[config.mk]
export PLATFORM = sky130hd
export DESIGN_NAME = frame_burst_capture
export DESIGN_NICKNAME = d
export VERILOG_FILES = /design/src/rtl/frm_capture_pkg.sv /design/src/rtl/frm_spi_engine.sv /design/src/rtl/frm_assembler.sv /design/src/rtl/frame_burst_capture.sv
export SDC_FILE = /design/constraint.sdc
export NUM_CORES = 1
export LEC_CHECK = 0
export ABC_AREA = 1
export ABC_CLOCK_PERIOD_IN_PS = 1760
export BUFFER_PORTS_ARGS = -buffer_cell sky130_fd_sc_hd__buf_2
export CAP_MARGIN = 20
export CORE_ASPECT_RATIO = 0.6
export CORE_MARGIN = 2
export CORE_UTILIZATION = 45
export DETAILED_ROUTE_END_ITERATION = 16
export PLACE_DENSITY_LB_ADDON = 0.05
export SLEW_MARGIN = 30
export SYNTH_ARGS = -nofsm -noshare
export SYNTH_HDL_FRONTEND = slang
export SYNTH_SLANG_ARGS = --single-unit
[constraint.sdc]
create_clock -name clk -period 1.76 [get_ports clk]
set_clock_uncertainty 0.15 [all_clocks]
set_input_delay 0.264 -clock clk [delete_from_list [all_inputs] [get_ports clk]]
set_output_delay 0.264 -clock clk [all_outputs]
set_load 0.005 [all_outputs]
[src/rtl/frm_capture_pkg.sv]
`timescale 1ns/1ps
package frm_capture_pkg;
  localparam int DEF_NUM_CH    = 8;
  localparam int DEF_WORD_BITS = 32;
  localparam int DEF_RES_BITS  = 24;
  localparam int DEF_CMD_BITS  = 8;
  localparam logic [DEF_CMD_BITS-1:0] DEF_READ_CMD = 8'h80;
endpackage

[src/rtl/frm_spi_engine.sv]
`timescale 1ns/1ps
// Mode-0 burst shifter: runs FRAME_BITS clocks with chip select held low.
module frm_spi_engine #(
  parameter int HALF_DIV   = 2,
  parameter int FRAME_BITS = 256,
  parameter int CMD_BITS   = 8,
  parameter logic [CMD_BITS-1:0] CMD = 8'h80
) (
  input  logic clk,
  input  logic rst,
  input  logic start,
  input  logic miso,
  output logic sclk,
  output logic cs_n,
  output logic mosi,
  output logic bit_valid,
  output logic bit_data,
  output logic done
);
  localparam int DIV_W = (HALF_DIV > 1) ? $clog2(HALF_DIV) : 1;
  localparam int BIT_W = $clog2(FRAME_BITS);
  localparam logic [DIV_W-1:0] DIV_LAST = DIV_W'(HALF_DIV - 1);
  localparam logic [BIT_W-1:0] BIT_LAST = BIT_W'(FRAME_BITS - 1);

  logic [DIV_W-1:0]    div_cnt;
  logic [BIT_W-1:0]    bit_cnt;
  logic [CMD_BITS-1:0] tx_sr;

  always_ff @(posedge clk) begin
    if (rst) begin
      cs_n      <= 1'b1;
      sclk      <= 1'b0;
      mosi      <= 1'b0;
      div_cnt   <= '0;
      bit_cnt   <= '0;
      tx_sr     <= '0;
      bit_valid <= 1'b0;
      bit_data  <= 1'b0;
      done      <= 1'b0;
    end else begin
      bit_valid <= 1'b0;
      done      <= 1'b0;
      if (cs_n) begin
        if (start) begin
          cs_n    <= 1'b0;
          sclk    <= 1'b0;
          tx_sr   <= CMD;
          mosi    <= CMD[CMD_BITS-1];
          div_cnt <= '0;
          bit_cnt <= '0;
        end
      end else if (div_cnt == DIV_LAST) begin
        div_cnt <= '0;
        if (!sclk) begin
          sclk      <= 1'b1;
          bit_valid <= 1'b1;
          bit_data  <= miso;
        end else begin
          sclk <= 1'b0;
          if (bit_cnt == BIT_LAST) begin
            cs_n <= 1'b1;
            mosi <= 1'b0;
            done <= 1'b1;
          end else begin
            bit_cnt <= bit_cnt + 1'b1;
            tx_sr   <= {tx_sr[CMD_BITS-2:0], 1'b0};
            mosi    <= tx_sr[CMD_BITS-2];
          end
        end
      end else begin
        div_cnt <= div_cnt + 1'b1;
      end
    end
  end
endmodule

[src/rtl/frm_assembler.sv]
`timescale 1ns/1ps
// Collects the serial frame and unpacks the low result field of each word.
module frm_assembler #(
  parameter int NUM_CH    = 8,
  parameter int WORD_BITS = 32,
  parameter int RES_BITS  = 24
) (
  input  logic                       clk,
  input  logic                       rst,
  input  logic                       bit_valid,
  input  logic                       bit_data,
  input  logic                       done,
  output logic [NUM_CH*RES_BITS-1:0] sample_o,
  output logic                       sample_valid
);
  localparam int FRAME_BITS = NUM_CH * WORD_BITS;
  localparam int PAD_BITS   = WORD_BITS - RES_BITS;

  logic [FRAME_BITS-1:0]      rx_sr;
  logic [NUM_CH*RES_BITS-1:0] picked;
  logic [NUM_CH-1:0]          unused_top;

  for (genvar c = 0; c < NUM_CH; c++) begin : g_ch
    localparam int WTOP = FRAME_BITS - 1 - c * WORD_BITS;
    assign picked[c*RES_BITS +: RES_BITS] = rx_sr[WTOP-PAD_BITS -: RES_BITS];
    assign unused_top[c] = ^rx_sr[WTOP -: PAD_BITS];
  end

  always_ff @(posedge clk) begin
    if (rst) begin
      rx_sr        <= '0;
      sample_o     <= '0;
      sample_valid <= 1'b0;
    end else begin
      sample_valid <= done;
      if (bit_valid) rx_sr <= {rx_sr[FRAME_BITS-2:0], bit_data};
      if (done) sample_o <= picked;
    end
  end
endmodule

[src/rtl/frame_burst_capture.sv]
`timescale 1ns/1ps
module frame_burst_capture #(
  parameter int NUM_CH    = frm_capture_pkg::DEF_NUM_CH,
  parameter int WORD_BITS = frm_capture_pkg::DEF_WORD_BITS,
  parameter int RES_BITS  = frm_capture_pkg::DEF_RES_BITS,
  parameter int HALF_DIV  = 2
) (
  input  logic                       clk,
  input  logic                       rst,
  input  logic                       capture_en,
  input  logic                       drdy,
  input  logic                       miso,
  output logic                       sclk,
  output logic                       cs_n,
  output logic                       mosi,
  output logic [NUM_CH*RES_BITS-1:0] sample_o,
  output logic                       sample_valid,
  output logic                       overrun
);
  localparam int FRAME_BITS = NUM_CH * WORD_BITS;

  logic drdy_q, ready_evt, start, bit_valid, bit_data, done;

  assign ready_evt = capture_en & drdy & ~drdy_q;
  assign start     = ready_evt & cs_n;

  always_ff @(posedge clk) begin
    if (rst) begin
      drdy_q  <= 1'b0;
      overrun <= 1'b0;
    end else begin
      drdy_q <= drdy;
      if (ready_evt && !cs_n) overrun <= 1'b1;
    end
  end

  frm_spi_engine #(
    .HALF_DIV  (HALF_DIV),
    .FRAME_BITS(FRAME_BITS),
    .CMD_BITS  (frm_capture_pkg::DEF_CMD_BITS),
    .CMD       (frm_capture_pkg::DEF_READ_CMD)
  ) u_engine (
    .clk(clk), .rst(rst), .start(start), .miso(miso),
    .sclk(sclk), .cs_n(cs_n), .mosi(mosi),
    .bit_valid(bit_valid), .bit_data(bit_data), .done(done)
  );

  frm_assembler #(
    .NUM_CH(NUM_CH), .WORD_BITS(WORD_BITS), .RES_BITS(RES_BITS)
  ) u_asm (
    .clk(clk), .rst(rst), .bit_valid(bit_valid), .bit_data(bit_data),
    .done(done), .sample_o(sample_o), .sample_valid(sample_valid)
  );
endmodule

Word level (Yosys, flattened, before mapping)
Index checks and enable logic that the tools add are counted.
{ "word_totals": {"input_bits": 5, "ff_bits": 465, "word_cells": 62, "output_inout_bits": 197} }
{ "op_classes": {"n_reduce_logical": 10, "n_mux": 26, "n_bitwise": 7, "addsub": 2, "n_eq_ne": 3} }
{ "op_table": {"columns": ["op", "count"], "rows": [
  ["8-bit 2-to-1 mux", 5],
  ["7-bit 2-to-1 mux", 5],
  ["1-bit 2-to-1 mux", 16],
  ["8-bit by 1-bit adder with 8-bit output, second input constant", 1],
  ["8-bit equality test, second input constant", 1],
  ["3-bit AND reduction", 2],
  ["1-bit inverter", 4],
  ["4-bit AND reduction", 1],
  ["2-bit nonzero test", 2],
  ["1-bit bitwise AND", 3],
  ["3-bit OR reduction", 1],
  ["2-bit by 1-bit != test with 1-bit output, second input constant", 1],
  ["2-bit != test, second input constant", 1],
  ["2-bit AND reduction", 1],
  ["2-bit OR reduction", 1],
  ["1-bit adder, second input constant", 1],
  ["1-bit logical AND", 1],
  ["1-bit zero test", 1]
]} }

Longest topological paths before layout
{ "depth": {"word_depth": 5, "mapped_depth": 9, "ltp_nobuf": 9} }

Hierarchy
A second synthesis with hierarchy kept.
{ "unflattened": {"cells_unflattened": 2703, "hier_area_um2": 18265.0} }
{ "by_module_without_submodules": {"columns": ["module", "cells_each", "seq_area_each_um2", "area_per_inst_um2", "n_inst"], "rows": [
  ["frm_assembler", 2599, 8828.5, 17470.5, 1],
  ["frm_spi_engine", 93, 300.3, 714.4, 1],
  ["frame_burst_capture", 11, 40.0, 80.1, 1]
]} }

Worst setup path after synthesis
Ideal clock, no wire load.
{ "synth_path": {"path_type": "register to register", "start": "reg u_engine.bit_cnt[0]", "end": "reg u_engine.bit_cnt[2]", "n_path_buf": 0, "required_time_ns": 1.495, "path_slack_ns": 0.392, "arrival_ns": 1.103, "path_stages_with_launch": 10, "setup_ns": 0.115, "synth_period_minus_slack_ns": 1.368, "path_cell_list": "dfxtp_1 ha_1 nand2_2 inv_1 nand2_2 nor2_2 nor2_4 nand2_1 nand2_1 nor2_1"} }
{ "synth_between": {"elab_chain_len": 5, "word_cells_on_any_way": 8, "cone_classes": "add/sub: 1; eq/ne: 2; mux: 4; reduce/logical: 1"} }
{ "synth_rtl": {"columns": ["element", "line_no", "source"], "rows": [
  ["start: declaration", "frm_spi_engine.sv:26", "logic [BIT_W-1:0] bit_cnt;"],
  ["start signal: assignment", "frm_spi_engine.sv:65", "bit_cnt <= bit_cnt + 1'b1;"],
  ["8-bit by 1-bit adder with 8-bit output", "frm_spi_engine.sv:65", null],
  ["8-bit 2-to-1 mux", "frm_spi_engine.sv:60", "if (bit_cnt == BIT_LAST) begin"],
  ["8-bit 2-to-1 mux", "frm_spi_engine.sv:54", "if (!sclk) begin"],
  ["8-bit 2-to-1 mux", "frm_spi_engine.sv:52", "end else if (div_cnt == DIV_LAST) begin"],
  ["8-bit 2-to-1 mux", "frm_spi_engine.sv:43", "if (cs_n) begin"]
]} }
Parallel ways exist; a longest one is shown, timed or not. The select of a mux whose other input is x is not followed.
A chain may end at the register's enable or synchronous reset.

Worst setup path in the final report
{ "layout_path": {"start": "reg u_engine.cs_n", "end": "out cs_n"} }
{ "layout_lines": {"columns": ["element", "line_no", "source"], "rows": [
  ["start: declaration", "frm_spi_engine.sv:14", "output logic cs_n,"],
  ["start signal: assignment", "frm_spi_engine.sv:31", "cs_n <= 1'b1;"],
  ["start signal: assignment", "frm_spi_engine.sv:45", "cs_n <= 1'b0;"],
  ["start signal: assignment", "frm_spi_engine.sv:61", "cs_n <= 1'b1;"],
  ["end: declaration", "frame_burst_capture.sv:14", "output logic cs_n,"]
]} }
No word-level cell between the ends.

==> reports/summary.txt <==
=================================================================================================================
Outcome ............................................................................................ complete, no violations
Register share of total power ......................................................................        51.0%
Total leakage power ................................................................................      9.97 nW
Unique cell type count in the Yosys netlist ........................................................           23
Crit path buffers/inverters ........................................................................            1
Clock network fraction of total power ..............................................................        47.0%
Final worst path period need .......................................................................      1570 ps
Net count of the mapped netlist ....................................................................        2,037
All-layer global routing usage .....................................................................        19.7%
Max-cap check violation count ......................................................................            0
Vertical die dimension .............................................................................       150 um
# setup viols final ................................................................................            0
Max-slew headroom at the worst pin .................................................................        65.2%
Arithmetic-cell share of the synthesized area counting full adders, half adders and majority gates .      0.0782%
WS Path Type .......................................................................................   reg -> out
Layout area overhead ...............................................................................        18.2%
Worst-path cell chain ..............................................................................        buf_2
Sum of met2 wire segment lengths after detailed routing ............................................    16,000 um
Tightest Pin Transition ............................................................................       522 ps
Via count of the first global-routing pass .........................................................       12,200
Reg2Reg Capture Point .............................................................................. u_engine.bit_data$_SDFFE_PP0P_
Met1 Wirelength ....................................................................................    18,900 um
Setup bufs post-CTS ................................................................................            0
Average vias per placed instance ...................................................................         4.89
Clock sink count ...................................................................................          458
Total CTS buffers ..................................................................................           43
Data arrival time of the critical path .............................................................      1160 ps
Number of top-level pins ...........................................................................          202
Overall power consumption ..........................................................................     0.0206 W
Simple-gate area share of the yosys netlist ........................................................        22.6%
Number of antenna cells inserted ...................................................................            0
Area of the die ....................................................................................   37,100 um2
HPWL reported at the end of detailed placement .....................................................    22,200 um
Violation count after the first detailed-route iteration ...........................................          733
Largest net degree at the start of global routing ..................................................          132
Switching power ....................................................................................    0.00425 W
Startpoint of the most critical hold path .......................................................... u_engine.mosi$_SDFFE_PP0P_
Wirelength per Cell ................................................................................      13.8 um
Starting density of the core .......................................................................        45.7%
Gp weighted congestion .............................................................................        0.765
Mux share of post-synthesis cell area ..............................................................           0%
Register-to-register setup slack ...................................................................       200 ps
Count of yosys warnings during synthesis ...........................................................            0
Syn avg cell area ..................................................................................     7.88 um2
TritonCTS clock tree ...............................................................................         done
Remaining antenna violation count ..................................................................            0
Latest clock arrival within the worst-skew pair ....................................................       540 ps
Top sig layer ......................................................................................         met4
Endpoint type of the worst setup path ..............................................................   output pin
Number of core rows ................................................................................           53
Largest stage delay on the critical path ...........................................................       450 ps
Synthesized cell area ..............................................................................   16,000 um2
Power Dens Cells ...................................................................................  1090 nW/um2
Met3 routed WL .....................................................................................      1360 um
Port Buf Inserts ...................................................................................          201
Part of the cycle the worst path needs .............................................................        89.3%
Startpoint of the worst-slack reg-to-reg timing path ............................................... u_engine.cs_n$_SDFF_PP1_
CTS-repair resized insts ...........................................................................            0
Largest fanout of any net on the critical path .....................................................            8
Count of hold buffers inserted by post-cts repair ..................................................            6
Internal power summed over all cells ...............................................................     0.0163 W
Slowest stage cell on the critical path ............................................................ sky130_fd_sc_hd__dfxtp_1
Maximum level of the CTS H-tree ....................................................................            2
Fraction of layout instances using a drive strength above 1 ........................................        14.6%
Overflow left after global routing .................................................................            0
Post-synthesis sequential area ratio ...............................................................        57.3%
Number of detailed-route iterations in the first pass ..............................................            5
Complex-gate fraction of the synthesized area ......................................................        14.3%
Cell total after placement .........................................................................        2,599
Die extent in x ....................................................................................       247 um
Clk pin slew, worst setup/hold paths ...............................................................        60 ps
Type of the tightest min-delay check ...............................................................   reg -> reg
Cell count after synthesis .........................................................................        2,031
Async set or reset register ratio after synthesis ..................................................           0%
Final-stage net count ..............................................................................        2,189
Nature of the critical path startpoint .............................................................         flop
Clock root buffer .................................................................................. sky130_fd_sc_hd__clkbuf_16
Total negative slack ...............................................................................         0 ps
XOR/XNOR share of the synthesized area .............................................................           0%
Total via count in the routed design ...............................................................       13,100
Reg2Reg Depth ......................................................................................            5
Initial antenna violation count ....................................................................            0
Final cell count without fillers ...................................................................        2,682
Final Max Slew Viols ...............................................................................            0
Predominant post-synthesis flop cell ............................................................... sky130_fd_sc_hd__dfxtp_1
Dominant combinational cell family by area after synthesis ......................................... simple AND/OR/NAND/NOR gates
Highest attainable clock frequency .................................................................    0.637 GHz
Clock tree buffer depth ............................................................................            3
Number of synthesized register bits ................................................................          458
Kind of cell adding the most delay to the critical path ............................................   flip-flops
Switching share of power ...........................................................................        20.6%
Worst hold path depth ..............................................................................            2
Wire length of the first global-routing pass .......................................................    61,200 um
Hold worst-path end ................................................................................ u_engine.mosi$_SDFFE_PP0P_
Overall routed net length ..........................................................................    37,000 um
Part of the total power dissipated in combinational logic ..........................................         2.0%
Count of flip-flops with a built-in enable after synthesis .........................................            0
Setup repair after global routing missed its margin ................................................           no
Peak VDD IR ........................................................................................   0.000620 V
Number of failing hold endpoints at the final stage ................................................            0
Core region area ...................................................................................   35,000 um2
DRC violations left ................................................................................            0
Required time reported for the critical path endpoint ..............................................      1350 ps
=================================================================================================================
==> cells by family (layout without fill, tap and decap cells) <==
kind of cell	Yosys count	after routing
DFF	458	458
buffers and inverters	162	346
adders and majority gates	1	1
and+or+nand+nor	955	955
AOI/OAI and AO/OA	455	455
==> area by class of cell <==
class                           count  area [um2]
Multi-Input combinational cell   1411        5930
Inverter                           15        81.3
Sequential cell                   458        9180
Tap cell                          467         584
Fill cell                        3403       16100
Clock buffer                       66        1280
Timing Repair Buffer              254        1690
Clock inverter                     11         180
==> flip-flops by register name (all words and copies together) (netlist names) <==
register and cells:
u_asm.sample_valid 1, u_asm.sample_o 192, u_engine.bit_data 1, overrun 1, u_engine.bit_valid 1, u_asm.rx_sr 248, drdy_q 1, u_engine.bit_cnt 8
u_engine.cs_n 1, u_engine.div_cnt 1, u_engine.done 1, u_engine.mosi 1, u_engine.sclk 1
==> layer usage <==
layer,vias to the layer above,GRT usage (%)
met4,0,4.64
met2,175,30.6
met1,6061,28.5
li1,6826,-
met3,58,3.53
met5,-,0
==> layout by cell type, fill, tap and decap left out <==
cell,instances
sky130_fd_sc_hd__nor2_1,902
sky130_fd_sc_hd__dfxtp_1,456
sky130_fd_sc_hd__o21ai_0,365
sky130_fd_sc_hd__buf_2,201
sky130_fd_sc_hd__o21ai_1,77
sky130_fd_sc_hd__clkbuf_16,45
sky130_fd_sc_hd__nand2_1,34
sky130_fd_sc_hd__buf_4,25
sky130_fd_sc_hd__buf_12,22
sky130_fd_sc_hd__clkbuf_1,13
sky130_fd_sc_hd__inv_1,12
sky130_fd_sc_hd__nand3_1,12
sky130_fd_sc_hd__a21oi_1,8
sky130_fd_sc_hd__clkbuf_8,8
sky130_fd_sc_hd__clkinv_2,6
sky130_fd_sc_hd__dlygate4sd3_1,6
sky130_fd_sc_hd__bufinv_16,5
sky130_fd_sc_hd__nand2_2,3
sky130_fd_sc_hd__o21bai_1,3
sky130_fd_sc_hd__nor2_2,2
sky130_fd_sc_hd__dfxtp_4,2
sky130_fd_sc_hd__nor2_4,1
sky130_fd_sc_hd__o211ai_1,1
sky130_fd_sc_hd__o211a_1,1
sky130_fd_sc_hd__nor3_1,1
sky130_fd_sc_hd__inv_6,1
sky130_fd_sc_hd__clkinv_8,1
sky130_fd_sc_hd__inv_8,1
sky130_fd_sc_hd__ha_1,1
==> worst reg2reg max path, stage by stage (launching register included) <==
cell and delay (ps):
sky130_fd_sc_hd__dfxtp_1 450, sky130_fd_sc_hd__nor2_1 90, sky130_fd_sc_hd__nand2_1 100, sky130_fd_sc_hd__nand2_1 60, sky130_fd_sc_hd__a21oi_1 110, sky130_fd_sc_hd__dlygate4sd3_1 550
==> synth_stat cells (2+ instances only) <==
cell	number	area share (%)
sky130_fd_sc_hd__dfxtp_1	458	57
sky130_fd_sc_hd__inv_1	12	0.28
sky130_fd_sc_hd__nor2_2	2	0.078
sky130_fd_sc_hd__buf_6	29	2.0
sky130_fd_sc_hd__a21oi_1	8	0.25
sky130_fd_sc_hd__nand3_1	12	0.38
sky130_fd_sc_hd__clkbuf_2	10	0.31
sky130_fd_sc_hd__o21ai_1	77	2.4
sky130_fd_sc_hd__nand2_1	34	0.80
sky130_fd_sc_hd__nor2_1	902	21
sky130_fd_sc_hd__buf_4	7	0.33
sky130_fd_sc_hd__o21ai_0	365	11
sky130_fd_sc_hd__buf_2	34	1.1
sky130_fd_sc_hd__inv_2	2	0.047
sky130_fd_sc_hd__o21bai_1	3	0.14
sky130_fd_sc_hd__clkbuf_1	67	1.6
sky130_fd_sc_hd__nand2_2	3	0.12
==> power by group through the flow <==
stage | logic (W) | registers (W) | clock network (W)
2_1_floorplan | 0.000306 | 0.0107 | 0
6_report | 0.000417 | 0.0105 | 0.00968
4_1_cts | 0.000420 | 0.0105 | 0.00993
5_1_grt | 0.000473 | 0.0105 | 0.0104
3_3_place_gp | 0.000405 | 0.0107 | 0
3_5_place_dp | 0.000408 | 0.0107 | 0
==> worst max-delay path by stage <==
stage | to | slack [ps] | startpoint | cells after the start
after global placement | u_engine.bit_cnt[4]$_SDFFE_PP0P_ | 290 | u_engine.bit_cnt[0]$_SDFFE_PP0P_ | 9
after floorplan | u_engine.bit_cnt[2]$_SDFFE_PP0P_ | 390 | u_engine.bit_cnt[0]$_SDFFE_PP0P_ | 9
final | cs_n | 190 | u_engine.cs_n$_SDFF_PP1_ | 1
after detailed placement | u_asm.rx_sr[107]$_SDFFE_PP0P_ | 250 | rst | 6
after CTS | cs_n | 150 | u_engine.cs_n$_SDFF_PP1_ | 1
after global routing | u_engine.bit_data$_SDFFE_PP0P_ | 70 | u_engine.cs_n$_SDFF_PP1_ | 5
==> through the flow <==
stage	worst slack, ps	util (%)	area [um2]	hold slack (ps)
2_1_floorplan	392	-	16000	221
3_3_place_gp	288	49.7	17400	304
3_5_place_dp	250	49.7	17400	310
4_1_cts	153	54.1	18900	335
5_1_grt	67.7	54.1	18900	356
6_report	189	54.1	18900	327
(Power assumes the default switching activity.)
